--- src/rtl/hwc_pkg.sv ---
package hwc_pkg;
   typedef enum logic [1:0] {ST_RUN, ST_HALT, ST_WARMUP} hwc_state_e;
   typedef enum logic [1:0] {WK_RESET, WK_PORT, WK_IRQ} hwc_wake_e;
   typedef enum logic [2:0] {
      EV_NONE, EV_HALT, EV_CLRWD, EV_WD_RUN, EV_WD_HALT, EV_PIN_HALT
   } hwc_event_e;
endpackage

--- src/rtl/hwc_pin_edge.sv ---
module hwc_pin_edge #(
   parameter int PORT_W = 8,
   parameter int STAGES = 2
) (
   input  logic              clk,
   input  logic              rst_n,
   input  logic [PORT_W-1:0] pin_i,
   input  logic [PORT_W-1:0] en_i,
   output logic [PORT_W-1:0] fall_o
);
   if (STAGES < 2) begin : g_bad_stages
      $error("hwc_pin_edge: STAGES must be at least 2");
   end
   if (PORT_W < 1) begin : g_bad_width
      $error("hwc_pin_edge: PORT_W must be at least 1");
   end

   for (genvar i = 0; i < PORT_W; i++) begin : g_bit
      logic [STAGES-1:0] sh;
      logic              prev;

      always_ff @(posedge clk or negedge rst_n) begin
         if (!rst_n) begin
            sh   <= '1;
            prev <= 1'b1;
         end else begin
            sh   <= {sh[STAGES-2:0], pin_i[i]};
            prev <= sh[STAGES-1];
         end
      end

      assign fall_o[i] = prev & ~sh[STAGES-1] & en_i[i];

      // a detected edge lasts exactly one cycle
      assert_edge_single_R7: assert property (@(posedge clk) disable iff (!rst_n)
         fall_o[i] |=> !fall_o[i]);
   end
endmodule

--- src/rtl/hwc_warmup_timer.sv ---
module hwc_warmup_timer #(
   parameter int CYCLES = 1024
) (
   input  logic clk,
   input  logic rst_n,
   input  logic load_i,
   input  logic en_i,
   output logic done_o
);
   localparam int              CW   = (CYCLES > 2) ? $clog2(CYCLES) : 1;
   localparam logic [CW-1:0]   LAST = CW'(CYCLES - 1);

   if (CYCLES < 2) begin : g_bad_cycles
      $error("hwc_warmup_timer: CYCLES must be at least 2");
   end

   logic [CW-1:0] cnt;

   always_ff @(posedge clk or negedge rst_n) begin
      if (!rst_n)                 cnt <= '0;
      else if (load_i)            cnt <= '0;
      else if (en_i && !done_o)   cnt <= cnt + CW'(1);
   end

   assign done_o = (cnt == LAST);

   // the count never runs past the last hold cycle
   assert_cnt_bound_R10: assert property (@(posedge clk) disable iff (!rst_n)
      cnt <= LAST);
   // a counting cycle advances by exactly one
   assert_cnt_step_R10: assert property (@(posedge clk) disable iff (!rst_n)
      (en_i && !load_i && !done_o) |=> cnt == $past(cnt) + CW'(1));
endmodule

--- src/rtl/hwc_flags.sv ---
module hwc_flags
   import hwc_pkg::*;
(
   input  logic       clk,
   input  logic       rst_n,
   input  hwc_event_e ev_i,
   output logic       to_o,
   output logic       pdf_o
);
   always_ff @(posedge clk or negedge rst_n) begin
      if (!rst_n) begin
         to_o  <= 1'b0;
         pdf_o <= 1'b0;
      end else begin
         unique case (ev_i)
            EV_HALT, EV_PIN_HALT: begin to_o <= 1'b0; pdf_o <= 1'b1; end
            EV_CLRWD:             pdf_o <= 1'b0;
            EV_WD_RUN:            to_o  <= 1'b1;
            EV_WD_HALT:           begin to_o <= 1'b1; pdf_o <= 1'b1; end
            default: ;
         endcase
      end
   end

   // watchdog wake from halt leaves the pair at 1,1
   assert_wd_halt_flags_R5: assert property (@(posedge clk) disable iff (!rst_n)
      ev_i == EV_WD_HALT |=> to_o && pdf_o);
   // clear-watchdog keeps the time-out flag
   assert_clrwd_keeps_to_R3: assert property (@(posedge clk) disable iff (!rst_n)
      ev_i == EV_CLRWD |=> !pdf_o && to_o == $past(to_o));
   // time-out while running keeps the power-down flag
   assert_wd_run_keeps_pdf_R4: assert property (@(posedge clk) disable iff (!rst_n)
      ev_i == EV_WD_RUN |=> to_o && pdf_o == $past(pdf_o));
endmodule

--- src/rtl/halt_wake_ctrl.sv ---
module halt_wake_ctrl
   import hwc_pkg::*;
#(
   parameter int PORT_W        = 8,
   parameter int SYNC_STAGES   = 2,
   parameter int WARMUP_CYCLES = 1024
) (
   input  logic              clk,
   input  logic              rst_n,
   input  logic              halt_i,
   input  logic              clr_wdt_i,
   input  logic              ext_rst_i,
   input  logic              wdt_timeout_i,
   input  logic [PORT_W-1:0] port_i,
   input  logic [PORT_W-1:0] port_wake_en_i,
   input  logic              irq_req_i,
   input  logic              irq_en_i,
   input  logic              stack_full_i,
   output logic              to_o,
   output logic              pdf_o,
   output logic              cold_rst_o,
   output logic              warm_rst_o,
   output logic              wdt_clr_o,
   output logic              osc_en_o,
   output logic              cpu_hold_o,
   output logic              resume_o,
   output logic              resume_take_irq_o
);
   hwc_state_e        state, state_n;
   hwc_wake_e         kind, kind_n;
   hwc_event_e        ev;
   logic              blk, blk_n;
   logic              load, done;
   logic              cold_n, warm_n, clr_n, res_n, take_n;
   logic [PORT_W-1:0] fall;

   hwc_pin_edge #(.PORT_W(PORT_W), .STAGES(SYNC_STAGES)) i_edge (
      .clk(clk), .rst_n(rst_n), .pin_i(port_i), .en_i(port_wake_en_i), .fall_o(fall));

   hwc_warmup_timer #(.CYCLES(WARMUP_CYCLES)) i_timer (
      .clk(clk), .rst_n(rst_n), .load_i(load), .en_i(state == ST_WARMUP), .done_o(done));

   hwc_flags i_flags (.clk(clk), .rst_n(rst_n), .ev_i(ev), .to_o(to_o), .pdf_o(pdf_o));

   always_comb begin
      state_n = state;
      kind_n  = kind;
      blk_n   = blk;
      ev      = EV_NONE;
      load    = 1'b0;
      cold_n  = 1'b0;
      warm_n  = 1'b0;
      clr_n   = 1'b0;
      res_n   = 1'b0;
      take_n  = 1'b0;
      unique case (state)
         ST_RUN: begin
            if (ext_rst_i) begin
               cold_n = 1'b1;
            end else if (wdt_timeout_i) begin
               ev     = EV_WD_RUN;
               cold_n = 1'b1;
            end else if (halt_i) begin
               ev      = EV_HALT;
               state_n = ST_HALT;
               clr_n   = 1'b1;
               blk_n   = irq_req_i;
            end else if (clr_wdt_i) begin
               ev = EV_CLRWD;
            end
         end
         ST_HALT: begin
            if (!irq_req_i) blk_n = 1'b0;
            if (ext_rst_i) begin
               ev      = EV_PIN_HALT;
               cold_n  = 1'b1;
               state_n = ST_WARMUP;
               kind_n  = WK_RESET;
               load    = 1'b1;
            end else if (wdt_timeout_i) begin
               ev      = EV_WD_HALT;
               warm_n  = 1'b1;
               state_n = ST_WARMUP;
               kind_n  = WK_RESET;
               load    = 1'b1;
            end else if (irq_req_i && !blk) begin
               state_n = ST_WARMUP;
               kind_n  = WK_IRQ;
               load    = 1'b1;
            end else if (|fall) begin
               state_n = ST_WARMUP;
               kind_n  = WK_PORT;
               load    = 1'b1;
            end
         end
         ST_WARMUP: begin
            if (ext_rst_i) begin
               cold_n = 1'b1;
               kind_n = WK_RESET;
               load   = 1'b1;
            end else if (done) begin
               state_n = ST_RUN;
               res_n   = (kind != WK_RESET);
               take_n  = (kind == WK_IRQ) && irq_en_i && !stack_full_i;
            end
         end
         default: state_n = ST_RUN;
      endcase
   end

   always_ff @(posedge clk or negedge rst_n) begin
      if (!rst_n) begin
         state             <= ST_WARMUP;
         kind              <= WK_RESET;
         blk               <= 1'b0;
         cold_rst_o        <= 1'b1;
         warm_rst_o        <= 1'b0;
         wdt_clr_o         <= 1'b0;
         resume_o          <= 1'b0;
         resume_take_irq_o <= 1'b0;
      end else begin
         state             <= state_n;
         kind              <= kind_n;
         blk               <= blk_n;
         cold_rst_o        <= cold_n;
         warm_rst_o        <= warm_n;
         wdt_clr_o         <= clr_n;
         resume_o          <= res_n;
         resume_take_irq_o <= take_n;
      end
   end

   assign osc_en_o   = (state != ST_HALT);
   assign cpu_hold_o = (state != ST_RUN);

   // a warm reset always carries the 1,1 flag pair
   assert_warm_flags_R5: assert property (@(posedge clk) disable iff (!rst_n)
      warm_rst_o |-> to_o && pdf_o && !cold_rst_o);
   // the vector decision is only given with a resume
   assert_take_with_resume_R8: assert property (@(posedge clk) disable iff (!rst_n)
      resume_take_irq_o |-> resume_o);
   // resume comes in the first cycle after the hold ends
   assert_resume_after_hold_R10: assert property (@(posedge clk) disable iff (!rst_n)
      resume_o |-> !cpu_hold_o && $past(cpu_hold_o));
   // the watchdog clear goes with oscillator off and power-down set
   assert_halt_entry_R2: assert property (@(posedge clk) disable iff (!rst_n)
      wdt_clr_o |-> !osc_en_o && pdf_o && !to_o);
endmodule

--- config.mk ---
export PLATFORM = sky130hd
export DESIGN_NAME = halt_wake_ctrl
export DESIGN_NICKNAME = d
export VERILOG_FILES = /design/src/rtl/hwc_pkg.sv /design/src/rtl/hwc_pin_edge.sv /design/src/rtl/hwc_warmup_timer.sv /design/src/rtl/hwc_flags.sv /design/src/rtl/halt_wake_ctrl.sv
export SDC_FILE = /design/constraint.sdc
export NUM_CORES = 1
export LEC_CHECK = 0
export BUFFER_PORTS_ARGS = -buffer_cell sky130_fd_sc_hd__clkbuf_2
export CORE_MARGIN = 1.5
export CORE_UTILIZATION = 49
export DETAILED_ROUTE_END_ITERATION = 8
export GPL_TIMING_DRIVEN = 0
export PLACE_DENSITY = 0.74
export SYNTH_ARGS = -nofsm -noshare
export SYNTH_HDL_FRONTEND = slang
export SYNTH_HIERARCHICAL = 1
export SYNTH_SLANG_ARGS = --single-unit
export TNS_END_PERCENT = 10
--- constraint.sdc ---
create_clock -name clk -period 2.1 [get_ports clk]
set_clock_uncertainty 0.05 [all_clocks]
set_input_delay 0.105 -clock clk [delete_from_list [all_inputs] [get_ports clk]]
set_output_delay 0.105 -clock clk [all_outputs]
set_load 0.005 [all_outputs]
# Word-level counts from Yosys, hierarchy flattened
# Cells that the tools add are included.
# totals
register_bits,46
in_bits,25
output_inout_bits,9
wordCells,146
# op_classes
n_addsub,1
n_eq_ne,18
mux,53
bitwise,24
reduce_logical,23
# ops
operator,n
2-bit two-way mux,18
1-bit two-way mux,23
10-bit two-way mux,2
1-bit AND,16
"2-bit inequality test, second input constant",7
2-bit nonzero test,7
"10-bit by 1-bit adder with 10-bit output, second input constant",1
"10-bit == test, second input constant",1
1-bit one-hot mux with 2 select lines,5
1-bit inverter,8
8-bit OR reduction,1
"3-bit by 2-bit == test with 1-bit output, second input constant",2
"3-bit == test, second input constant",2
3-bit two-way mux,2
2-bit one-hot mux with 3 select lines,1
3-bit one-hot mux with 2 select lines,1
6-bit AND reduction,1
2-bit OR reduction,3
"5-bit inequality test, second input constant",1
5-bit AND reduction,1
"2-bit == test, second input constant",2
1-bit logical AND,4
2-bit one-hot mux with 2 select lines,1
"3-bit by 1-bit == test with 1-bit output, second input constant",1
6 further kinds,8

# Depth between registers and ports, before layout
# depth
word_depth,10
mapped_depth,9
ltp_nobuf,8

# Modules after synthesis
# The synthesis kept the hierarchy.
# modules_own_cells
module,instances,cells_per_inst,area_per_inst_um2,seq_area_each_um2
hwc_pin_edge,1,32,700.7,630.6
halt_wake_ctrl,1,68,654.4,252.7
hwc_warmup_timer,1,57,540.5,250.2
hwc_flags,1,9,86.3,50.0

# Worst setup path before layout
# No wires, ideal clock.
# synth_path
kind,flip-flop to flip-flop
start,register i_edge.g_bit[5].sh[1]
end,register i_timer.cnt[3]
setup_time_ns,0.066
arrival_time_ns,1.966
required_time_ns,1.984
slack_ns,0.018
stages_incl_launch_ff,8
path_buffers,0
period_less_slack_ns,2.082
cell_sequence,dfstp_2 > and3b_1 > nor4_4 > nand4b_2 > a22oi_1 > nor2b_1 > or4_1 > nand2_1
# synth_via
elab_chain_len,10
elab_cells_between_ends,11
cone_classes,mux (6); bitwise (3); reduce/logical (2)
# synth_lines
item,line_no,source
start: declaration,hwc_pin_edge.sv:19,logic [STAGES-1:0] sh;
start signal: assignment,hwc_pin_edge.sv:27,"sh <= {sh[STAGES-2:0], pin_i[i]};"
1-bit inverter *,hwc_pin_edge.sv:32,assign fall_o[i] = prev & ~sh[STAGES-1] & en_i[i];
1-bit AND * (2 in a row),hwc_pin_edge.sv:32,
named net fall[5],halt_wake_ctrl.sv:35,logic [PORT_W-1:0] fall;
8-bit OR reduction *,halt_wake_ctrl.sv:90,end else if (|fall) begin
1-bit two-way mux *,halt_wake_ctrl.sv:90,
1-bit two-way mux *,halt_wake_ctrl.sv:86,end else if (irq_req_i && !blk) begin
1-bit two-way mux *,halt_wake_ctrl.sv:80,end else if (wdt_timeout_i) begin
1-bit two-way mux *,halt_wake_ctrl.sv:74,if (ext_rst_i) begin
1-bit one-hot mux with 2 select lines *,halt_wake_ctrl.sv:56,unique case (state)
named net load,halt_wake_ctrl.sv:33,"logic load, done;"
10-bit two-way mux / 2-bit nonzero test (equally long branches),-,
end signal: assignment,hwc_warmup_timer.sv:22,else if (en_i && !done_o) cnt <= cnt + CW'(1);
end: declaration,hwc_warmup_timer.sv:17,logic [CW-1:0] cnt;
# Mark *: on every way through the listed nets, which the timed path passes. The rest lies on a longest branch.
# A chain may end at the register's enable or synchronous reset.

# Worst setup path in the final report
# layout_path
start,register i_edge.g_bit[6].sh[1]
end,register i_timer.cnt[3]
# layout_via
elab_chain_len,10
elab_cells_between_ends,11
cone_classes,mux (6); bitwise (3); reduce/logical (2)
# layout_lines
item,line_no
start: declaration,hwc_pin_edge.sv:19
start signal: assignment,hwc_pin_edge.sv:27
1-bit inverter *,hwc_pin_edge.sv:32
1-bit AND * (2 in a row),hwc_pin_edge.sv:32
named net fall[6],halt_wake_ctrl.sv:35
8-bit OR reduction *,halt_wake_ctrl.sv:90
1-bit two-way mux *,halt_wake_ctrl.sv:90
1-bit two-way mux *,halt_wake_ctrl.sv:86
1-bit two-way mux *,halt_wake_ctrl.sv:80
1-bit two-way mux *,halt_wake_ctrl.sv:74
1-bit one-hot mux with 2 select lines *,halt_wake_ctrl.sv:56
named net load,halt_wake_ctrl.sv:33
10-bit two-way mux / 2-bit nonzero test (equally long branches),-
# Marked as above.

==> flow_summary.yaml <==
status:
  status: "finished with violations"
  violations: "negative setup slack"
finish:
  final_nets: 249
  syn_to_final_growth_pct: 23.74
  diodes: 0
  fin_cells: 267
  drive_gt1_frac: 0.3790
sta:
  worst_slew_pin_slew_ns: 1.071
  max_slew_margin: 0.2863
  final.setup.worst_slack_ns: -0.02187
  rsz0062_at_grt: "yes"
  fin_crit_ns: 2.122
  layout_worst_path_cycle_share: 1.010
  slew_violations: 0
  hold_viol: 0
  finalSetupViolCount: 1
  holdWs_ns: 0.03714
  tns_ns: -0.02187
  max_freq_mhz: 471.3
logic_synthesis:
  async_flop_share: 1.000
  yosys_warnings: 6
  synth_seq_cells: 46
  synthFlopType: "dfstp_2"
  yosys.area.top_type_share: 0.3447
  ys_types: 40
  synth_edf_count: 0
  synth_area_um2: 1982
  synthesis.nets: 197
  synth_area_per_cell_um2: 11.94
  ys_seq_area_frac: 0.5972
  yosysTopAreaCell: "dfstp_2"
  synth_top_cells_by_area: "dfstp_2 (34%), dfrtp_1 (25%), ha_1 (3.8%), and3b_1 (3.5%), a21oi_1 (2.8%)"
  synth_cells: 166
cts:
  clock_tree.buffer_depth: 2
  cts_tree: "done"
  clkSinkCount: 46
  clockRootBuffer: "clkbuf_8"
  clkTransAtPathRegs_ns: 0.08
  cts_made_buffers: 5
  h-tree-depth: 2
  clkLatencyLatePin_ns: 0.30
power_and_ir_drop:
  peakVddDrop_uv: 623.7
  pwr-share-seq: 0.446
  p_sw_w: 0.0008530
  netSwitchingFraction: 0.3328
  clockPowerShare: 0.235
  intPower_w: 0.001710
  p_per_area_nw_per_um2: 1045
  p_comb_frac: 0.318
  power_leakage_nw: 1.110
global_routing:
  grt_start_max_net_pins: 47
  grt_pass1_vias: 1480
  track_usage: 0.2019
  antenna_found_initial: 0
  grt_pass1_wl_um: 6589
  overflow: 0
routing:
  postRouteAntennaNets: 0
  wl_per_cell_um: 13.99
  first_pass_iters: 4
  drt_iter0_markers: 71
  via_per_inst: 5.401
  drc: 0
  num_vias: 1442
  drt-total-wl_um: 3735
floorplan:
  die_w_um: 66.60
  pin_count: 34
  design.core.area_um2: 3771
  start_util: 0.5255
  fp.dieArea_um2: 4435
  chipHeight_um: 66.60
  rows: 22
place:
  dpl.cell_count: 247
  dp_slack_ns: -0.1484
  dp_hpwl_um: 2545
  routabilityCongestion: 0.8051
  port_buffers: 33
critical_path:
  endpoint_kind: "flip-flop"
  start_kind: "flip-flop"
  critical_path_arrival_ns: 2.32
  cp.required_ns: 2.30
  crit_type: "reg -> reg"
  cp_max_fo: 2
  rr_worst_depth: 7
min_path:
  whs_path_depth: 3
  worstHoldPathType: "in -> reg"
flow_run:
  max_cap_violations: 0
final timing paths:
kind | slack, ns | startpoint | endpoint
setup reg to reg | -0.02 | i_edge/g_bit[6].sh[1] | i_timer/cnt[3]
max in group asynchronous | 0.87 | rst_n | i_timer/cnt[1]
min in group asynchronous | 0.48 | rst_n | kind[0]
hold reg to reg | 0.31 | i_edge/g_bit[3].sh[0] | i_edge/g_bit[3].sh[1]
hold / removal | 0.04 | wdt_timeout_i | cold_rst_o
setup / recovery | -0.02 | i_edge/g_bit[6].sh[1] | i_timer/cnt[3]
cells in the mapped netlist (3+ instances only):
cell / number
or4_1: 3
ha_1: 6
nor2b_1: 5
and3b_1: 8
a21oi_1: 11
nor2_1: 10
nand3_1: 4
o21ai_0: 10
nand2_1: 10
dfrtp_1: 20
dfstp_2: 26
nor3_1: 4
inv_1: 12
critical path: stages (launching register included):
cell and delay, ns:
dfstp_2 0.53, and3b_2 0.22, nor4_4 0.37, nand4b_4 0.15, a22oi_2 0.14, nor2b_1 0.08, or4_1 0.47, nand2_1 0.07
cells in the final DEF (no fill, tap or decap), drive strengths merged, types with 2 or more instances in the layout:
cell          n
ha            6
a31oi         2
buf           3
mux2i         2
dfrtp        20
nand3         4
nand4         2
a22oi         2
xor2          2
and3b         8
nor2         11
nand2        10
nor4          4
a21oi        11
nor3          4
clkbuf       41
dfstp        26
o21ai        11
o22ai         3
and3          2
o31ai         2
inv          13
dlygate4sd3  11
or4           3
nor2b         5
routing by layer:
metal	GRT usage	vias up	part of all wire
met3	0.06926	8	0.058
li1	-	691	-
met5	0	-	0
met1	0.2318	694	0.42
met2	0.3438	49	0.50
met4	0.08163	0	0.019
sequential cells by signal, summed over array words and instances (netlist names):
signal / flops
kind: 2
i_edge/g_bit.prev: 8
i_timer/cnt: 10
i_flags/to_o: 1
i_edge/g_bit.sh: 16
resume_take_irq_o: 1
state: 2
blk: 1
warm_rst_o: 1
resume_o: 1
wdt_clr_o: 1
cold_rst_o: 1
i_flags/pdf_o: 1
power groups by stage:
| stage | Clock [W] | Sequential [W] | Combinational (W) |
|---|---|---|---|
| after floorplan | 0 | 0.00114 | 0.000551 |
| after global placement | 0 | 0.00115 | 0.000727 |
| after detailed placement | 0 | 0.00116 | 0.000777 |
| after CTS | 0.000631 | 0.00114 | 0.000813 |
| after global routing | 0.000662 | 0.00117 | 0.000928 |
| final | 0.000603 | 0.00114 | 0.000816 |
cell type report:
cell class              count  area [um^2]
flip-flops and latches     46         1184
clock inverters             1        6.256
fillers                   300         1319
plain buffers               3        15.01
inverters                  12        45.04
multi-input cells         105        762.0
repair buffers             45        282.8
well taps                  48        60.06
clock buffers               7        97.59
through the flow:
| step | util | area (um^2) | total power, W |
|---|---|---|---|
| 2_1_floorplan | - | 1982 | 0.001694 |
| 3_3_place_gp | 0.5853 | 2207 | 0.001875 |
| 3_5_place_dp | 0.5853 | 2207 | 0.001938 |
| 4_1_cts | 0.6480 | 2444 | 0.002588 |
| 5_1_grt | 0.6503 | 2452 | 0.002761 |
| 6_report | 0.6503 | 2452 | 0.002563 |
logic make-up (layout without fill, tap and decap cells):
logic type / count (synthesis) / count (layout) / share of synthesized area
and+or+nand+nor: 57 / 57 / 0.1818
xor gates and xnor gates: 2 / 2 / 0.008840
buffers and inverters: 15 / 68 / 0.02967
muxes: 3 / 3 / 0.01578
DFF: 46 / 46 / 0.5972
AOI/OAI and AO/OA: 37 / 37 / 0.1288
adders and majority gates: 6 / 6 / 0.03788
timing repair:
| action | in CTS | in global routing |
|---|---|---|
| resized for setup | 3 | 4 |
| endpoints found under the setup margin | 2 | 10 |
| endpoints found under the hold margin | 29 | 0 |
| pin swaps | 6 | 2 |
| hold buffers | 11 | 0 |
| buffers inserted | 1 | 0 |
Note: power is estimated with default switching activity, not from simulation.
